### src/rtl/nest_irq_arb.sv
module nest_irq_arb #(
  parameter int NSRC = 8,
  parameter int LW   = 3,
  localparam int IW   = $clog2(NSRC),
  localparam int NLVL = 1 << LW
) (
  input  logic              clk,
  input  logic              rst_n,
  input  logic [NSRC-1:0]   irq_req,
  input  logic [NSRC*LW-1:0] irq_lvl,
  input  logic              ien_set,
  input  logic              ack,
  input  logic              iret,
  output logic [IW-1:0]     win_idx,
  output logic              req_valid,
  output logic [LW-1:0]     cpl
);

  localparam logic [LW-1:0] MAIN_LVL = LW'(NLVL - 1);

  logic [NLVL-1:0] nest;
  logic            ien;
  logic            found;
  logic [LW-1:0]   best_lvl;
  logic [LW-1:0]   rtn_lvl;
  logic            take;

  always_comb begin
    found    = 1'b0;
    best_lvl = MAIN_LVL;
    win_idx  = '0;
    for (int i = 0; i < NSRC; i++) begin
      if (irq_req[i] && irq_lvl[i*LW +: LW] < cpl &&
          (!found || irq_lvl[i*LW +: LW] < best_lvl)) begin
        found    = 1'b1;
        best_lvl = irq_lvl[i*LW +: LW];
        win_idx  = IW'(i);
      end
    end
    if (!ien) win_idx = '0;
  end

  always_comb begin
    rtn_lvl = MAIN_LVL;
    for (int j = NLVL - 1; j >= 0; j--)
      if (nest[j]) rtn_lvl = LW'(j);
  end

  assign req_valid = ien && found;
  assign take      = ack && req_valid;

  always_ff @(posedge clk or negedge rst_n) begin
    if (!rst_n) begin
      cpl  <= MAIN_LVL;
      nest <= '0;
      ien  <= 1'b0;
    end else if (take) begin
      nest[cpl] <= 1'b1;
      cpl       <= best_lvl;
      ien       <= 1'b0;
    end else begin
      if (ien_set) ien <= 1'b1;
      if (iret && |nest) begin
        nest[rtn_lvl] <= 1'b0;
        cpl           <= rtn_lvl;
      end
    end
  end

  a_r4_winner_beats_level: assert property (@(posedge clk) disable iff (!rst_n)
    req_valid |-> (irq_req[win_idx] && irq_lvl[win_idx*LW +: LW] < cpl));

  a_r5_level_follows_ack: assert property (@(posedge clk) disable iff (!rst_n)
    take |=> (cpl == $past(irq_lvl[win_idx*LW +: LW]) && nest[$past(cpl)]));

  a_r6_ack_drops_enable: assert property (@(posedge clk) disable iff (!rst_n)
    take |=> !req_valid);

  a_r7_return_raises_level: assert property (@(posedge clk) disable iff (!rst_n)
    (iret && !take && |nest) |=> (cpl > $past(cpl)));

  a_r9_idle_ack_no_effect: assert property (@(posedge clk) disable iff (!rst_n)
    (ack && !req_valid && !iret) |=> ($stable(cpl) && $stable(nest)));

endmodule

### config.mk
export PLATFORM = sky130hd
export DESIGN_NAME = nest_irq_arb
export DESIGN_NICKNAME = d
export VERILOG_FILES = /design/src/rtl/nest_irq_arb.sv
export SDC_FILE = /design/constraint.sdc
export NUM_CORES = 1
export LEC_CHECK = 0
export ABC_AREA = 0
export CAP_MARGIN = 20
export CORE_MARGIN = 2
export CORE_UTILIZATION = 55
export CTS_BUF_LIST = sky130_fd_sc_hd__clkbuf_8 sky130_fd_sc_hd__clkbuf_16
export CTS_CLUSTER_SIZE = 20
export DETAILED_ROUTE_END_ITERATION = 8
export DONT_BUFFER_PORTS = 1
export PLACE_DENSITY_LB_ADDON = 0.08
export SYNTH_ARGS = -nofsm -noshare
export SYNTH_HDL_FRONTEND = slang
export SYNTH_SLANG_ARGS = --single-unit
### constraint.sdc
create_clock -name clk -period 12.8 [get_ports clk]
set_clock_uncertainty 0.05 [all_clocks]
set_input_delay 0 -clock clk [delete_from_list [all_inputs] [get_ports clk]]
set_output_delay 0 -clock clk [all_outputs]
set_load 0.005 [all_outputs]
==> metrics.txt, run 1 <==
clock network power share 5.5%; Port-buffer cells 0; routability cong. 0.864; Vias 2,072; sw frac 51.5%; final worst slack 0.911 ns; Post-layout nets 338; Routed Antenna Nets 0; Syn. warnings 0; worst min-delay path class input port to flip-flop; Fillers 354; CP endpoint kind flip-flop; Detailed Place HPWL 4150 um; Fin. Hold Viols 0; share of layout cells above drive strength 1 11.7%; Synth Cell Area 2150 um^2; Worst Tran Pin Value between 0.5 and 0.6 ns; via count of the first global-routing pass about 2k; Critical Path AT 12.02 ns; Net Count, Synth 327; top cell type's share of synthesized area 15.1%; clk buf depth 2; Netlist cell types 67; CP startpoint kind flip-flop; Logic pwr share 80.7%; Worst path max stage delay 0.61 ns; synth top area cells ha_1, dfrtp_1, a21oi_1; Worst R2R Path Depth between 50 and 60; commonest cells after routing, fill and taps aside ha_1, nor2_1, nand2_1, inv_1, a21oi_1; largest net degree at the start of global routing 14; Final period util 92.9%; DRT Wirelength 5190 um; pre-CTS setup slack 1.50 ns; CORE AREA 3720 um^2; Die Wd 66.5 um; Final Non-Filler Cells 322; area of the die 4430 um^2; clk_lat worst skew about 0.24 ns; Fin Setup TNS 0 ns; status complete, no violations; Tmin final 11.89 ns; clock sink total 12; Yosys reg bits 12; All-Layer GR Usage 24.8%; CTS clock-pin slew for the worst setup and hold paths 0.05 ns; Root Buffer Master clkbuf_8; asr flop ratio synth 100%; first-pass GRT wire length 8690 um; Worst Hold Slack 0.113 ns; most used cell, CP ha_1; cell taking the most area after synthesis ha_1; Num CTS Buffers 3; WL per Instance 16.1 um; Primary FF master, synth dfrtp_1; placed insts 310; # resized after CTS 0; grt ovf 0; Critical Path RT 12.93 ns; Residual DRC 0; worst hold path depth 2; largest vdd supply drop 170 uV; CP Launch Point cpl[1]$_DFFE_PN1P_; Gate Count Post-Synth roughly 260; initial antenna violation count 0; register area 304 um^2; starting density of the core 57.9%; Sequential Power Share 13.8%; area of the multi-input gates ~1800 um^2; DRT iter0 DRCs 186; most common cell after layout, fill and taps aside ha_1; H-tree depth 1; P_int between 300 and 400 uW; switching pwr 320 uW; Setup CP Type flip-flop to flip-flop; RSZ-0062 raised after global routing false; vias per cell 6.43; Slew headroom 62.9%; I/O pins 44; sequential-to-total area share from yosys stat between 10% and 20%; Mapped Avg Cell Area 8.15 um^2; CTS tree built; power per standard cell area between 200 and 300 nW/um^2; Max-Cap Viols 0; # setup viols final 0; R2R Path Start cpl[1]$_DFFE_PN1P_; Max Clock Freq 84.1 MHz; crit path max fanout 11; first drt pass iteration count 4; Max Slew Vio Count 0; diode count 0; Die Height between 60 and 70 um; Area growth syn-to-layout 7.74%; Row Count 22; slowest CP cell dfstp_2; hold path start iret; number of flops mapped to enable cells by yosys 0; Pleak ~1.0 nW
[layer usage]
layer | track usage [%] | part of all wire (%) | vias up
met4 | 6.38 | 1.5 | 0
li1 | - | - | 1040
met2 | 41.9 | 45 | 64
met5 | 0 | 0 | -
met3 | 4.73 | 6.4 | 12
met1 | 32.2 | 47 | 956
[sequential cells by signal (all words and copies together) (netlist names)]
register and count:
cpl 3, ien 1, nest 8
[layout make-up]
| type | count | share of cell area, % |
|---|---|---|
| clock buffers | 3 | 1.78 |
| clock inverters | 1 | 0.162 |
| inverters | 20 | 3.24 |
| multi-input cells | 230 | 75.6 |
| flip-flops and latches | 12 | 13.1 |
| well taps | 48 | 2.59 |
| repair buffers | 8 | 3.46 |
[what timing repair did]
item | CTS | global route
buffers inserted | 0 | 0
hold endpoints to repair | 16 | 0
hold buffers | 8 | 0
[metrics by stage]
stage / util, % / instance area [um^2] / power (mW)
4_1_cts: 62.4 / 2320 / 0.622
6_report: 62.4 / 2320 / 0.621
3_3_place_gp: 59.0 / 2190 / 0.565
5_1_grt: 62.4 / 2320 / 0.696
3_5_place_dp: 59.0 / 2190 / 0.571
2_1_floorplan: - / 2150 / 0.483
[synthesized netlist by cell type (6+ instances only)]
master     n
nand3b_1   6
o21a_1     9
o21ai_0   14
inv_1     19
ha_1      26
dfrtp_1    9
nand2_1   22
a21oi_1   18
nor2_1    23
and2_1     6
nand2b_1   8
a21o_1     6
[power groups by stage]
stage / clock, mW / sequential [mW] / combinational (mW)
2_1_floorplan: 0 / 0.0744 / 0.408
3_3_place_gp: 0 / 0.0855 / 0.480
3_5_place_dp: 0 / 0.0856 / 0.485
4_1_cts: 0.0352 / 0.0851 / 0.501
5_1_grt: 0.0369 / 0.0883 / 0.571
6_report: 0.0345 / 0.0856 / 0.501
[logic make-up (layout without fill, tap and decap cells)]
family | Yosys count | count (layout) | share of synthesized area [%]
and+or+nand+nor | 89 | 89 | 21.5
buffers and inverters | 22 | 32 | 4.36
muxes | 9 | 9 | 4.65
DFF | 12 | 12 | 14.1
AOI/OAI and AO/OA | 105 | 105 | 39.7
adders and majority gates | 27 | 27 | 15.6
[final timing paths]
kind / to / slack, ns
setup / recovery: cpl[1]$_DFFE_PN1P_ / 0.91
hold / removal: nest[0]$_DFFE_PN0P_ / 0.11
setup reg to reg: cpl[1]$_DFFE_PN1P_ / 0.91
hold reg to reg: nest[7]$_DFFE_PN0P_ / 0.48
max in group asynchronous: cpl[2]$_DFFE_PN1P_ / 12.21
min in group asynchronous: nest[4]$_DFFE_PN0P_ / 0.12
[critical path, delay by kind of cell (launching register included)]
family / cells / cell delay [ns]
compound gates: 22 / 5.22
fa+ha+maj: 8 / 2.23
simple gates: 11 / 1.35
mux: 4 / 1.28
buf+inv: 6 / 1.08
flops: 1 / 0.61
Power figures use the tool's default switching activity.
==> run 2: changes to the inputs <==
--- a/config.mk
+++ b/config.mk
@@ -8,7 +8,7 @@
 export ABC_AREA = 0
 export CAP_MARGIN = 20
 export CORE_MARGIN = 2
-export CORE_UTILIZATION = 55
+export CORE_UTILIZATION = 49
 export CTS_BUF_LIST = sky130_fd_sc_hd__clkbuf_8 sky130_fd_sc_hd__clkbuf_16
 export CTS_CLUSTER_SIZE = 20
 export DETAILED_ROUTE_END_ITERATION = 8
==> metrics.txt, run 2 (synthesized netlist as in run 1, its figures left out) <==
DRT Wirelength 5330 um; # setup viols final 0; diode count 0; via count of the first global-routing pass approximately 2k; Worst Tran Pin Value 0.552 ns; Fin. Hold Viols 0; vias per cell 6.11; largest net degree at the start of global routing 14; Worst path max stage delay about 0.6 ns; Residual DRC 0; Final period util 90.6%; Post-layout nets 338; clk_lat worst skew 0.23 ns; I/O pins 44; top flop regs nest: 8 flops, cpl: 3 flops, ien: 1 flops; Die Height around 70 um; Largest Register nest; H-tree depth 1; Max Clock Freq roughly 86 MHz; largest vdd supply drop 147 uV; Port-buffer cells 0; Setup CP Type flip-flop to flip-flop; slowest CP cell dfstp_2; Tmin final 11.60 ns; CORE AREA 4290 um^2; Slew headroom 63.1%; CTS tree built; power per standard cell area 268 nW/um^2; routability cong. 0.846; CTS clock-pin slew for the worst setup and hold paths approximately 0.050 ns; starting density of the core 50.1%; Area growth syn-to-layout 8.32%; Fin Setup TNS 0 ns; Vias between 1.5k and 2k; Post-DP Area 2200 um^2; RSZ-0062 raised after global routing false; worst min-delay path class input port to flip-flop; first drt pass iteration count 4; Critical Path AT 11.70 ns; WL per Instance 16.3 um; clk buf depth 2; Pleak 1.01 nW; max reg flops 8; Routed Antenna Nets 0; clock sink total 12; Die Wd 70.3 um; Num CTS Buffers 3; CP startpoint kind flip-flop; share of layout cells above drive strength 1 12.4%; Max-Cap Viols 0; initial antenna violation count 0; area of the die 4940 um^2; most used cell, CP ha_1; Worst Hold Slack 0.0963 ns; Max Slew Vio Count 0; Row Count 24; Overall Power 625 uW; most common cell after layout, fill and taps aside ha_1; CP endpoint kind flip-flop; grt ovf 0; All-Layer GR Usage 22.2%; Detailed Place HPWL 4300 um; cell area after layout 2330 um^2; first-pass GRT wire length between 9000 and 10,000 um; Root Buffer Master clkbuf_8; DRT iter0 DRCs 180; status complete, no violations; crit path max fanout 11; commonest cells after routing, fill and taps aside ha_1, nor2_1, nand2_1, inv_1, a21oi_1; Critical Path RT 12.91 ns
## run 2: cell counts in the layout (fill, tap and decap cells not counted)
Identical to the previous run, type by type.
## run 2: repair_timing
action | CTS | global route
setup buffers | 0 | 0
hold buffers | 8 | 0
gates resized for setup | 0 | 2
endpoints found under the setup margin | 0 | 2
hold endpoints to repair | 16 | 0
## run 2: report_power, final
group,internal [mW],leakage (nW),switching (mW)
Combinational,0.222,0.833,0.285
Clock,0.0210,0.0269,0.0122
Sequential,0.0602,0.148,0.0250
Total,0.303,1.01,0.322
## run 2: path summary, 6_finish.rpt
check	startpoint	end	slack (ns)	cells past startpoint
setup / recovery	cpl[1]$_DFFE_PN1P_	cpl[1]$_DFFE_PN1P_	1.20	53
hold / removal	irq_lvl[18]	cpl[0]$_DFFE_PN1P_	0.1	3
setup reg to reg	cpl[1]$_DFFE_PN1P_	cpl[1]$_DFFE_PN1P_	1.20	53
hold reg to reg	nest[7]$_DFFE_PN0P_	nest[7]$_DFFE_PN0P_	0.48	2
max in group asynchronous	rst_n	cpl[2]$_DFFE_PN1P_	12.21	1
min in group asynchronous	rst_n	nest[4]$_DFFE_PN0P_	0.13	1
## run 2: critical path, delay by kind of cell, from the launching register on
kind / cells / cell delay (ns)
multiplexers: 4 / 1.29
AO/OA/AOI/OAI: 22 / 4.55
adder cells (fa/ha/maj): 8 / 2.22
flip-flops: 1 / 0.61
AND/OR/NAND/NOR: 13 / 1.71
buffers and inverters: 6 / 1.08
## run 2: metrics by stage
step / setup slack [ns] / utilization [%] / std cells
final: 1.20 / 54.3 / 326
after global routing: 0.120 / 54.3 / 326
after CTS: 1.05 / 54.1 / 326
after detailed placement: 1.59 / 51.2 / 314
after global placement: 1.71 / 51.2 / 314
after floorplan: 2.81 / - / 264
## run 2: per-layer routing
layer,share of wire (%),global-route usage (%),up-vias
met4,0.39,1.92,0
met1,48,30.5,890
met2,45,36.7,65
met5,0,0,-
met3,7.0,5.34,2
li1,-,-,1036
## run 2: final cells by class
| type | instances | area [um^2] |
|---|---|---|
| clock inverters | 1 | 3.75 |
| repair buffers | 8 | 80.1 |
| clock buffers | 3 | 41.3 |
| inverters | 20 | 75.1 |
| multi-input cells | 230 | 1760 |
| well taps | 52 | 65.1 |
| flip-flops and latches | 12 | 304 |
| fillers | 418 | 1960 |
==> run 3: changes to the inputs <==
--- a/config.mk
+++ b/config.mk
@@ -6,10 +6,10 @@
 export NUM_CORES = 1
 export LEC_CHECK = 0
 export ABC_AREA = 0
+export ABC_CLOCK_PERIOD_IN_PS = 12800
 export CAP_MARGIN = 20
-export CORE_MARGIN = 2
 export CORE_UTILIZATION = 49
-export CTS_BUF_LIST = sky130_fd_sc_hd__clkbuf_8 sky130_fd_sc_hd__clkbuf_16
+export CTS_BUF_LIST = sky130_fd_sc_hd__clkbuf_16
 export CTS_CLUSTER_SIZE = 20
 export DETAILED_ROUTE_END_ITERATION = 8
 export DONT_BUFFER_PORTS = 1
==> metrics.txt, run 3 (synthesized netlist as in run 1, its figures left out) <==
I/O pins 44; H-tree depth 1; Vias 2,101; Area growth syn-to-layout 11.9%; Die Wd 68.3 um; Max Clock Freq 84.3 MHz; via count of the first global-routing pass ~1.9k; Num CTS Buffers 3; Port-buffer cells 0; Slew headroom approximately two thirds; Worst path max stage delay 0.56 ns; Die Height 68.3 um; max reg flops 8; clk_lat worst skew 0.24 ns; Critical Path RT 12.92 ns; crit path max fanout 10; Fin. Hold Viols 0; first drt pass iteration count 4; Residual DRC 0; CP endpoint kind flip-flop; Pleak 1.04 nW; Routed Antenna Nets 0; Final period util 92.7%; # setup viols final 0; commonest cells after routing, fill and taps aside ha_1, nor2_1, nand2_1, inv_1, a21oi_1; largest vdd supply drop roughly 150 uV; Detailed Place HPWL 4350 um; most used cell, CP ha_1; largest net degree at the start of global routing 14; Worst Hold Slack a little over 0.1 ns; routability cong. between 0.8 and 0.9; clock sink total 12; Worst Tran Pin Value approximately 0.53 ns; WL per Instance between 15 and 20 um; Max Slew Vio Count 0; DRT Wirelength around 5400 um; grt ovf 0; CORE AREA 4120 um^2; clk buf depth 2; CP startpoint kind flip-flop; All-Layer GR Usage 24.6%; top flop regs nest: 8 flops, cpl: 3 flops, ien: 1 flops; power per standard cell area around 280 nW/um^2; Tmin final 11.86 ns; vias per cell ~6.4; Row Count 23; Setup CP Type flip-flop to flip-flop; CTS tree built; diode count 0; most common cell after layout, fill and taps aside ha_1; slowest CP cell dfstp_2; worst reg2reg setup slack approximately 0.94 ns; CTS clock-pin slew for the worst setup and hold paths roughly 0.040 ns; Root Buffer Master clkbuf_16; share of layout cells above drive strength 1 14.7%; Critical Path AT 11.98 ns; Post-layout nets 343; Largest Register nest; Max-Cap Viols 0; starting density of the core between 50% and 60%; DRT iter0 DRCs 199; area of the die 4660 um^2; worst min-delay path class input port to flip-flop; status complete, no violations; Fin Setup TNS 0 ns; first-pass GRT wire length 8710 um; initial antenna violation count 0
run 3: changes by cell type in the layout (fill, tap and decap cells not counted), sizes merged:
cell      change
buf           +5
inv           -2
clkinv        +1
clkinvlp      +1
run 3: per-layer routing:
metal / track usage, % / vias to the layer above / routed length (um)
li1: - / 1049 / -
met2: 41.1 / 64 / 2540
met3: 5.50 / 10 / 347
met4: 5.73 / 0 / 83
met5: 0 / - / 0
met1: 31.8 / 978 / 2430
run 3: through the flow:
stage               instance area (um^2)  std cells  worst slack [ns]  total power [mW]  util (%)
floorplan                           2150        264              2.81             0.483         -
global placement                    2190        312              1.65             0.569      53.3
detailed placement                  2190        312              1.56             0.573      53.3
CTS                                 2350        324             0.471             0.651      57.2
global route                        2410        329           -0.0173             0.743      58.5
finish                              2410        329             0.940             0.670      58.5
run 3: layout make-up:
class                           count  area, um^2
Multi-Input combinational cell    230        1760
Fill cell                         392        1710
Sequential cell                    12         304
Timing Repair Buffer               13         118
Inverter                           20        78.8
Clock buffer                        3        75.1
Tap cell                           50        62.6
Clock inverter                      1        3.75
run 3: where the power goes:
group	internal, mW	leakage (nW)	switching, mW
Clock	0.0411	0.0385	0.0160
Sequential	0.0603	0.148	0.0256
Combinational	0.237	0.851	0.290
Total	0.339	1.04	0.331
run 3: worst paths after layout:
path	from	endpoint	depth (start not counted)
max in group asynchronous	rst_n	cpl[2]$_DFFE_PN1P_	1
worst max-delay path	cpl[2]$_DFFE_PN1P_	cpl[2]$_DFFE_PN1P_	52
worst min register to register	nest[7]$_DFFE_PN0P_	nest[7]$_DFFE_PN0P_	2
worst min-delay path	irq_lvl[18]	cpl[0]$_DFFE_PN1P_	3
min in group asynchronous	rst_n	nest[4]$_DFFE_PN0P_	1
worst max register to register	cpl[2]$_DFFE_PN1P_	cpl[2]$_DFFE_PN1P_	52
run 3: worst max-delay path: cells and delay by family (launching register included):
| family | cells | cell delay [ns] |
|---|---|---|
| AOI/OAI and AO/OA | 22 | 4.71 |
| DFF | 1 | 0.56 |
| buffers and inverters | 7 | 1.60 |
| adders and majority gates | 8 | 2.23 |
| and+or+nand+nor | 11 | 1.36 |
| muxes | 4 | 1.24 |
run 3: timing repair:
item / CTS / global route
hold buffers: 8 / 0
setup buffers: 0 / 5
gates resized for setup: 0 / 4
hold endpoints to repair: 16 / 0
setup endpoints to repair: 0 / 2
